===== config.mk =====
export PLATFORM = sky130hd
export DESIGN_NAME = led_dim_seq
export DESIGN_NICKNAME = d
export VERILOG_FILES = /design/src/rtl/led_dim_pkg.sv /design/src/rtl/led_dim_cfg.sv /design/src/rtl/led_dim_timer.sv /design/src/rtl/led_dim_ramp.sv /design/src/rtl/led_dim_seq.sv
export SDC_FILE = /design/constraint.sdc
export NUM_CORES = 1
export LEC_CHECK = 0
export BUFFER_PORTS_ARGS = -buffer_cell sky130_fd_sc_hd__buf_2
export CAP_MARGIN = 20
export CORE_MARGIN = 2
export CORE_UTILIZATION = 54
export DETAILED_ROUTE_END_ITERATION = 8
export PLACE_DENSITY = 0.84
export RECOVER_POWER = 50
export SYNTH_ARGS = -nofsm -noshare
export SYNTH_HDL_FRONTEND = slang
export SYNTH_SLANG_ARGS = --single-unit

===== constraint.sdc =====
create_clock -name clk -period 3.2 [get_ports clk]
set_input_delay 0.48 -clock clk [delete_from_list [all_inputs] [get_ports clk]]
set_output_delay 0.48 -clock clk [all_outputs]
set_load 0.03 [all_outputs]

===== src/rtl/led_dim_pkg.sv =====
package led_dim_pkg;

    typedef enum logic [2:0] {
        OP_OFF    = 3'd0,
        OP_PEAK   = 3'd1,
        OP_DUTY_A = 3'd2,
        OP_DUTY_B = 3'd3,
        OP_DUTY_C = 3'd4,
        OP_AIM_UP = 3'd5,
        OP_AIM_DN = 3'd6,
        OP_RUN    = 3'd7
    } op_e;

endpackage


===== src/rtl/led_dim_cfg.sv =====
module led_dim_cfg
    import led_dim_pkg::*;
#(
    parameter int FIELD_W = 5
) (
    input  logic               clk,
    input  logic               rst_n,
    input  logic               cmd_valid,
    input  op_e                op,
    input  logic [FIELD_W-1:0] data,
    output logic               go,
    output logic [FIELD_W-1:0] go_aim,
    output logic               go_zero,
    output logic [FIELD_W-1:0] dwell_units
);

    typedef struct packed {
        logic [FIELD_W-1:0] aim_up;
        logic [FIELD_W-1:0] aim_dn;
        logic               pick_dn;
        logic [FIELD_W-1:0] units;
    } cfg_t;

    cfg_t cfg_d, cfg_q;

    always_comb begin
        cfg_d = cfg_q;
        if (cmd_valid) begin
            case (op)
                OP_AIM_UP: begin
                    cfg_d.aim_up  = data;
                    cfg_d.pick_dn = 1'b0;
                end
                OP_AIM_DN: begin
                    cfg_d.aim_dn  = data;
                    cfg_d.pick_dn = 1'b1;
                end
                OP_RUN:  cfg_d.units = data;
                default: ;
            endcase
        end
    end

    always_ff @(posedge clk) begin
        if (!rst_n) cfg_q <= '0;
        else        cfg_q <= cfg_d;
    end

    assign go          = cmd_valid && (op == OP_RUN);
    assign go_aim      = cfg_q.pick_dn ? cfg_q.aim_dn : cfg_q.aim_up;
    assign go_zero     = (data == '0);
    assign dwell_units = cfg_q.units;

endmodule


===== src/rtl/led_dim_timer.sv =====
module led_dim_timer #(
    parameter int FIELD_W = 5,
    parameter int UNIT_MS = 8
) (
    input  logic               clk,
    input  logic               rst_n,
    input  logic               restart,
    input  logic               run,
    input  logic               tick,
    input  logic [FIELD_W-1:0] units,
    output logic               expire
);

    localparam int LIM_W = FIELD_W + $clog2(UNIT_MS) + 1;

    logic [LIM_W-1:0] cnt_d, cnt_q;
    logic [LIM_W-1:0] limit;
    logic             last;

    assign limit  = LIM_W'(units) * LIM_W'(UNIT_MS);
    assign last   = (cnt_q == limit - LIM_W'(1));
    assign expire = run && tick && last && !restart;

    always_comb begin
        cnt_d = cnt_q;
        if (restart || !run) cnt_d = '0;
        else if (tick)       cnt_d = last ? '0 : cnt_q + LIM_W'(1);
    end

    always_ff @(posedge clk) begin
        if (!rst_n) cnt_q <= '0;
        else        cnt_q <= cnt_d;
    end

endmodule


===== src/rtl/led_dim_ramp.sv =====
module led_dim_ramp #(
    parameter int FIELD_W = 5
) (
    input  logic               clk,
    input  logic               rst_n,
    input  logic               force_off,
    input  logic               load,
    input  logic [FIELD_W-1:0] load_val,
    input  logic               go,
    input  logic [FIELD_W-1:0] go_aim,
    input  logic               go_zero,
    input  logic               step,
    output logic [FIELD_W-1:0] level,
    output logic               busy
);

    typedef struct packed {
        logic [FIELD_W-1:0] level;
        logic [FIELD_W-1:0] aim;
        logic               busy;
    } ramp_t;

    ramp_t st_d, st_q;
    logic [FIELD_W-1:0] nxt;

    always_comb begin
        st_d = st_q;
        nxt  = (st_q.aim > st_q.level) ? st_q.level + FIELD_W'(1)
                                       : st_q.level - FIELD_W'(1);
        if (force_off) begin
            st_d.level = '0;
            st_d.aim   = '0;
            st_d.busy  = 1'b0;
        end else if (load) begin
            st_d.level = load_val;
            st_d.aim   = load_val;
            st_d.busy  = 1'b0;
        end else if (go) begin
            st_d.aim = go_aim;
            if (go_zero || (go_aim == st_q.level)) begin
                st_d.level = go_aim;
                st_d.busy  = 1'b0;
            end else begin
                st_d.busy  = 1'b1;
            end
        end else if (st_q.busy && step) begin
            st_d.level = nxt;
            st_d.busy  = (nxt != st_q.aim);
        end
    end

    always_ff @(posedge clk) begin
        if (!rst_n) st_q <= '0;
        else        st_q <= st_d;
    end

    assign level = st_q.level;
    assign busy  = st_q.busy;

endmodule


===== src/rtl/led_dim_seq.sv =====
module led_dim_seq
    import led_dim_pkg::*;
#(
    parameter int FIELD_W = 5,
    parameter int UNIT_MS = 8
) (
    input  logic               clk,
    input  logic               rst_n,
    input  logic               ms_tick,
    input  logic               cmd_valid,
    input  logic [2:0]         cmd_code,
    input  logic [FIELD_W-1:0] cmd_data,
    output logic [FIELD_W-1:0] level,
    output logic               busy
);

    op_e                op;
    logic               go;
    logic               go_zero;
    logic [FIELD_W-1:0] go_aim;
    logic [FIELD_W-1:0] units;
    logic               step;
    logic               force_off;
    logic               load;

    assign op        = op_e'(cmd_code);
    assign force_off = cmd_valid && (op == OP_OFF);
    assign load      = cmd_valid && (op == OP_PEAK);

    led_dim_cfg #(.FIELD_W(FIELD_W)) u_cfg (
        .clk         (clk),
        .rst_n       (rst_n),
        .cmd_valid   (cmd_valid),
        .op          (op),
        .data        (cmd_data),
        .go          (go),
        .go_aim      (go_aim),
        .go_zero     (go_zero),
        .dwell_units (units)
    );

    led_dim_timer #(.FIELD_W(FIELD_W), .UNIT_MS(UNIT_MS)) u_timer (
        .clk     (clk),
        .rst_n   (rst_n),
        .restart (go),
        .run     (busy),
        .tick    (ms_tick),
        .units   (units),
        .expire  (step)
    );

    led_dim_ramp #(.FIELD_W(FIELD_W)) u_ramp (
        .clk       (clk),
        .rst_n     (rst_n),
        .force_off (force_off),
        .load      (load),
        .load_val  (cmd_data),
        .go        (go),
        .go_aim    (go_aim),
        .go_zero   (go_zero),
        .step      (step),
        .level     (level),
        .busy      (busy)
    );

endmodule


==> results.cfg, run 1 <==
[run_status]
outcome = finished clean

[floorplan]
core_area_sq_mm = 0.00400
die_w_um = 68.3
initial_core_util_pct = 55.9
num_rows = 23
die_h_um = 68.3
die_area_sq_mm = 0.00467
top_level_ports = 18

[detailed_routing]
postRouteAntennaNets = 0
routed_wl_um = 4690
viasPerCell = 5.60
drt_iter0_drc = 72
first_pass_iters = 4
wl_per_cell_um = 14.5
drc_errors = 0
dr_total_vias = 1813

[setup_path]
critPathMaxFanout = 5
cp.arrival_ns = 3.10
cp-start-kind = flip-flop
r2r_cells = 12
cp-end-kind = flip-flop
required_ns = 3.42
path_class = flip-flop to flip-flop

[run]
max_cap_violations = 0

[global_routing]
grt_pass1_wl_um = 7840
grt_pass1_vias = 1795
grt_max_degree = 20
grt-ovfl-total = 0
antenna_found_initial = 0
grt_usage_pct = 22.3

[place]
gp_congestion = 0.863
dp_hpwl_um = 3520
port_buffers = 17
dp_slack_ns = 0.341
dp.cells = 316

[clocking]
root_buffer = clkbuf_8
cts_tree = yes
cts_sinks = 36
clock_latency_ns = 0.29
cts_resized = 0
cts_buffer_depth = 2
hold_buffers = 0
cts.clk_slew.worst_paths_ns = 0.08
post_cts_buffers = 0
h-tree-depth = 2
cts_inserted_buffers = 5

[power_and_ir_drop]
internal_power_mw = 0.971
comb_power_share_pct = 21.3
power.share.clock_pct = 42.5
leakage_nw = 0.983
vdd_drop_max_mv = 0.497
power.density_mw_per_mm2 = 530
switching_share_pct = 25.7
p_seq_share_pct = 36.2
totalPowerFinal_mw = 1.31
p_sw_mw = 0.337

[logic_synthesis]
syn_avg_cell_area_sq_um = 8.57
synth_ff_type = dfxtp_1
yosysSeqAreaShare_pct = 32.2
syn-cell-area_sq_mm = 0.00224
ys_types = 45
synth-edff-count = 0
synth-seq-cells = 36
synth_fp_nets = 285
yosysWarnings = 0
synth_async_sr_flop_share_pct = 0
synthCells = 261

[cells_and_area]
stdcell_count = 324
final_common_cell = dfxtp_1
antenna_cells = 0
layout-drive-gt1-share_pct = 12.8
final_cell_mix = dfxtp_1 (36), nand2_1 (30), nor2_1 (21), a21oi_1 (19), mux2i_1 (18)
syn_to_final_growth_pct = 10.2
fillers = 334
nets = 297

[timing]
finalSetupViolCount = 0
fmax_ghz = 0.346
finalCriticalPeriod_ns = 2.89
tightest_slew_ns = 0.458
rsz0062_at_grt = false
maxSlewHeadroom_pct = 69.3
period_share_pct = 90.2
hold_viol = 0
worst_clock_skew_ns = 0.00766
fin_tns_setup_ns = 0
fin_ws_ns = 0.313
finalMaxSlewViolations = 0

[worst_hold_path]
hold_path_class = flip-flop to flip-flop
worstHoldPathCells = 2
## metal layers
layer  global-route usage [%]  wire length (um)  vias up
met2                     39.3              2320       24
met5                        0                 0        -
met3                     4.77               124       10
met4                     7.50                70        0
met1                     26.7              2170      854
li1                         -                 -      925
## final cells by class
class | count | area [sq um] | area share [%]
clock buffer | 5 | 68.8 | 2.79
clock inverter | 3 | 90.1 | 3.65
inverter | 11 | 41.3 | 1.68
multi-input combinational | 198 | 1370 | 55.6
sequential | 36 | 721 | 29.2
tap | 50 | 62.6 | 2.54
timing repair buffer | 21 | 111 | 4.52
## registers in the layout (all words and copies together), names as in the netlist
register	count
u_ramp.level	5
u_timer.cnt_q	9
u_ramp.st_q	5
u_cfg.dwell_units	5
u_ramp.busy	1
u_cfg.cfg_q	11
## cells in the mapped netlist, types with 2 or more instances
master	number	area share, %
buf_2	2	0.45
a21oi_1	19	4.3
o21ai_0	9	2.0
xnor2_1	12	4.7
nand4_1	6	1.7
nor3b_1	2	0.67
dfxtp_1	36	32
nand3_1	7	1.6
a21boi_0	8	2.7
inv_1	11	1.8
xor2_1	12	4.7
o211ai_1	2	0.67
a211oi_2	2	1.1
nand4b_1	3	1.2
clkbuf_1	4	0.67
nor2_1	21	3.5
nor3_1	4	0.90
mux2i_1	18	8.1
buf_4	9	3.0
ha_1	11	6.2
nand2_1	30	5.0
nor2b_1	10	2.8
## worst max-delay path: stages (launching register included)
cell and delay, ns:
dfxtp_1 0.42, inv_1 0.07, ha_1 0.33, a21oi_1 0.13, a21boi_0 0.11, o32ai_2 0.28, inv_1 0.08, fa_1 0.40
o21ai_0 0.25, xnor2_1 0.16, xor2_1 0.26, a21oi_1 0.12, a211oi_2 0.21
## power by group through the flow
stage | Sequential (mW) | Combinational [mW] | Clock [mW]
global placement | 0.482 | 0.270 | 0
detailed placement | 0.483 | 0.279 | 0
finish | 0.473 | 0.279 | 0.555
floorplan | 0.480 | 0.221 | 0
CTS | 0.472 | 0.280 | 0.559
global route | 0.474 | 0.313 | 0.573
## cell families after synthesis
group	count (synthesis)	synth area share [%]
AND/OR/NAND/NOR	92	20.8
AO/OA/AOI/OAI	52	16.0
flip-flops	36	32.2
buffers and inverters	27	6.49
XOR/XNOR	24	9.40
multiplexers	18	8.06
adder cells (fa/ha/maj)	12	7.05
## metrics by stage
stage | hold slack, ns | util (%) | instance area (sq um)
finish | 0.476 | 61.6 | 2460
global route | 0.496 | 61.6 | 2460
CTS | 0.473 | 61.7 | 2470
detailed placement | 0.455 | 57.7 | 2310
global placement | 0.449 | 57.7 | 2310
floorplan | 0.436 | - | 2240
## worst paths after layout
path              startpoint              end  slack [ns]
min           u_ramp.st_q[1]   u_ramp.st_q[1]        0.48
max reg2reg  u_ramp.level[3]  u_ramp.level[4]        0.31
min reg2reg   u_ramp.st_q[1]   u_ramp.st_q[1]        0.48
max          u_ramp.level[3]  u_ramp.level[4]        0.31
No activity file was read; power rests on OpenSTA's default activity.
==> inputs of run 2 (changes only) <==
Settings changed: ABC_AREA set to 1.
==> run 2 against run 1 <==
  * Global-route usage grew 0.38 points
  * Register-to-register slack better by 0.08 ns
  * Area after synthesis decreased by 0.62%
  * Synthesized cell count up 28%
  * Worst setup slack gained 0.080 ns
  * Non-clock buffer count decreased by 4
  * Hold slack improved by 0.0093 ns
  * Die area is 0.57% lower
  * Via count is 17% higher
  * Design area is 2.2% lower
  * Power fell by 19%
  * Sequential share of layout area increased by 0.65 points
  * Critical path type unchanged
==> results.cfg, run 2 <==
[setup_path]
cp-end-kind = flip-flop
required_ns = 3.38
cp.arrival_ns = 2.99
reg2reg_to = u_ramp.busy
critPathLaunch = u_ramp.level[4]
critPathCapture = u_ramp.busy
path_class = flip-flop to flip-flop
cp-start-kind = flip-flop
critPathMaxFanout = 6
r2r_cells = 18
r2r_slack_ns = 0.39
reg2reg_from = u_ramp.level[4]

[clocking]
hold_buffers = 0
cts_resized = 0
post_cts_buffers = 0
h-tree-depth = 2
cts_tree = yes
cts_sinks = 36
clock_latency_ns = 0.29
cts.clk_slew.worst_paths_ns = 0.07
cts_buffer_depth = 2
root_buffer = clkbuf_8
cts_inserted_buffers = 5

[global_routing]
grt_pass1_wl_um = 7870
grt_max_degree = 18
grt_usage_pct = 22.7
grt-ovfl-total = 0
antenna_found_initial = 0
grt_pass1_vias = 1848

[cells_and_area]
nets = 374
final_common_cell = nand2_1
antenna_cells = 0
largest_reg_flops = 11
design_area_sq_mm = 0.00241
stdcell_count = 401
syn_to_final_growth_pct = 8.50
final_cell_mix = nand2_1 (76), inv_1 (43), nor2_1 (43), dfxtp_1 (36), a21oi_1 (31)
largest_register = u_cfg.cfg_q
fillers = 376
top_regs = u_cfg.cfg_q (11), u_timer.cnt_q (9)
layout-drive-gt1-share_pct = 10.8

[logic_synthesis]
synthCells = 333
yosysMostFrequentCell = nand2_1
syn_avg_cell_area_sq_um = 6.67
yosysSeqAreaShare_pct = 32.4
synth_ff_type = dfxtp_1
syn-cell-area_sq_mm = 0.00222
ys_types = 33
synth-edff-count = 0
synth_common_cells = nand2_1 (76), nor2_1 (43), inv_1 (42), dfxtp_1 (36), a21oi_1 (31)
synth_top_area_share_pct = 32.4
yosysWarnings = 0
synth_async_sr_flop_share_pct = 0
synth-seq-cells = 36
netlist_top_cells_area = dfxtp_1 (32%), nand2_1 (13%), nor2_1 (7.3%)
synth_fp_nets = 357
synth_area_leader_cell = dfxtp_1

[floorplan]
num_rows = 23
die_w_um = 68.2
core_area_sq_mm = 0.00397
die_area_sq_mm = 0.00464
die_h_um = 68.2
top_level_ports = 18
initial_core_util_pct = 56.0

[detailed_routing]
wl_met1_um = 2260
dr_total_vias = 2124
drc_errors = 0
routed_wl_um = 4800
drt_iter0_drc = 104
highest_layer = met4
postRouteAntennaNets = 0
dr_wl_met2_um = 2240
viasPerCell = 5.30
wl_met3_um = 163
first_pass_iters = 4
wl_per_cell_um = 12.0

[timing]
period_share_pct = 87.7
finalCriticalPeriod_ns = 2.81
fin_tns_setup_ns = 0
rsz0062_at_grt = false
finalSetupViolCount = 0
fin_hold_ws_ns = 0.485
hold_viol = 0
maxSlewHeadroom_pct = 42.9
worst_clock_skew_ns = 0.00699
finalMaxSlewViolations = 0
fmax_ghz = 0.356
tightest_slew_ns = 0.853

[place]
dp.cells = 393
port_buffers = 17
placed_area_sq_mm = 0.00232
gp_congestion = 0.981
dp_hpwl_um = 3700

[power_and_ir_drop]
power.density_mw_per_mm2 = 438
leakage_nw = 1.16
vdd_drop_max_mv = 0.318

[worst_hold_path]
worstHoldStart = u_cfg.cfg_q[6]
hold_path_class = flip-flop to flip-flop

[run]
max_cap_violations = 0

[run_status]
outcome = finished clean
run 2: cell count changes in the layout (fill, tap and decap cells not counted), sizes merged, moves of 11 or more:
cell	delta
a21oi	+11
nor2	+24
nand2	+54
nand3	+18
inv	+33
mux2i	-18
xnor2	-11
run 2: worst min-delay path by stage:
| stage | endpoint | slack, ns | depth (start not counted) |
|---|---|---|---|
| after CTS | u_timer.cnt_q[0] | 0.48 | 3 |
| after global placement | u_cfg.cfg_q[6] | 0.46 | 2 |
| after global routing | u_cfg.cfg_q[14] | 0.50 | 3 |
| final | u_cfg.cfg_q[6] | 0.49 | 2 |
| after floorplan | u_ramp.st_q[1] | 0.45 | 2 |
| after detailed placement | u_cfg.cfg_q[6] | 0.47 | 2 |
run 2: power breakdown:
group / total [mW] / switching (mW) / internal (mW) / leakage [nW]
combinational: 0.243 / 0.158 / 0.0852 / 0.817
sequential: 0.473 / 0.0118 / 0.461 / 0.292
clock: 0.340 / 0.168 / 0.172 / 0.0510
total: 1.06 / 0.338 / 0.718 / 1.16
run 2: metal layers:
metal	GRT usage, %	vias to the layer above
li1	-	1109
met1	27.4	959
met2	37.1	42
met3	6.41	14
met4	10.5	0
met5	0	-
run 2: worst max-delay path, cell delays in order (launching register included):
cell and delay [ns]:
dfxtp_1 0.39, inv_1 0.10, ha_1 0.31, nand2_1 0.09
nor2_1 0.06, nand2_1 0.06, nand3_1 0.09, nand2_1 0.20
inv_1 0.09, fa_1 0.40, or2_2 0.31, nand3_1 0.07
nand2_1 0.05, nor2_1 0.08, nand3_1 0.09, nor2_1 0.10
nand3_1 0.08, nand2_1 0.06, a21oi_1 0.06
run 2: per-stage QoR:
stage	power (mW)	util [%]	worst slack, ns
after floorplan	0.671	-	0.685
after global placement	0.718	58.5	0.535
after detailed placement	0.723	58.5	0.430
after CTS	1.06	60.8	0.419
after global routing	1.12	60.7	0.0532
final	1.06	60.7	0.394
run 2: layout make-up:
class | instances | area, sq um | share of cell area, %
clock buffer | 6 | 82.6 | 3.43
clock inverter | 2 | 10.0 | 0.415
inverter | 44 | 165 | 6.85
multi-input combinational | 246 | 1290 | 53.5
sequential | 36 | 721 | 29.9
tap | 50 | 62.6 | 2.59
timing repair buffer | 17 | 80.1 | 3.32
run 2: kinds of logic (layout without fill, tap and decap cells):
| kind of cell | after synthesis | count (layout) | share of synthesized area (%) |
|---|---|---|---|
| compound gates | 57 | 57 | 13.7 |
| xor+xnor | 8 | 8 | 3.15 |
| fa+ha+maj | 12 | 12 | 7.09 |
| buf+inv | 51 | 69 | 9.52 |
| flops | 36 | 36 | 32.4 |
| simple gates | 169 | 169 | 34.1 |
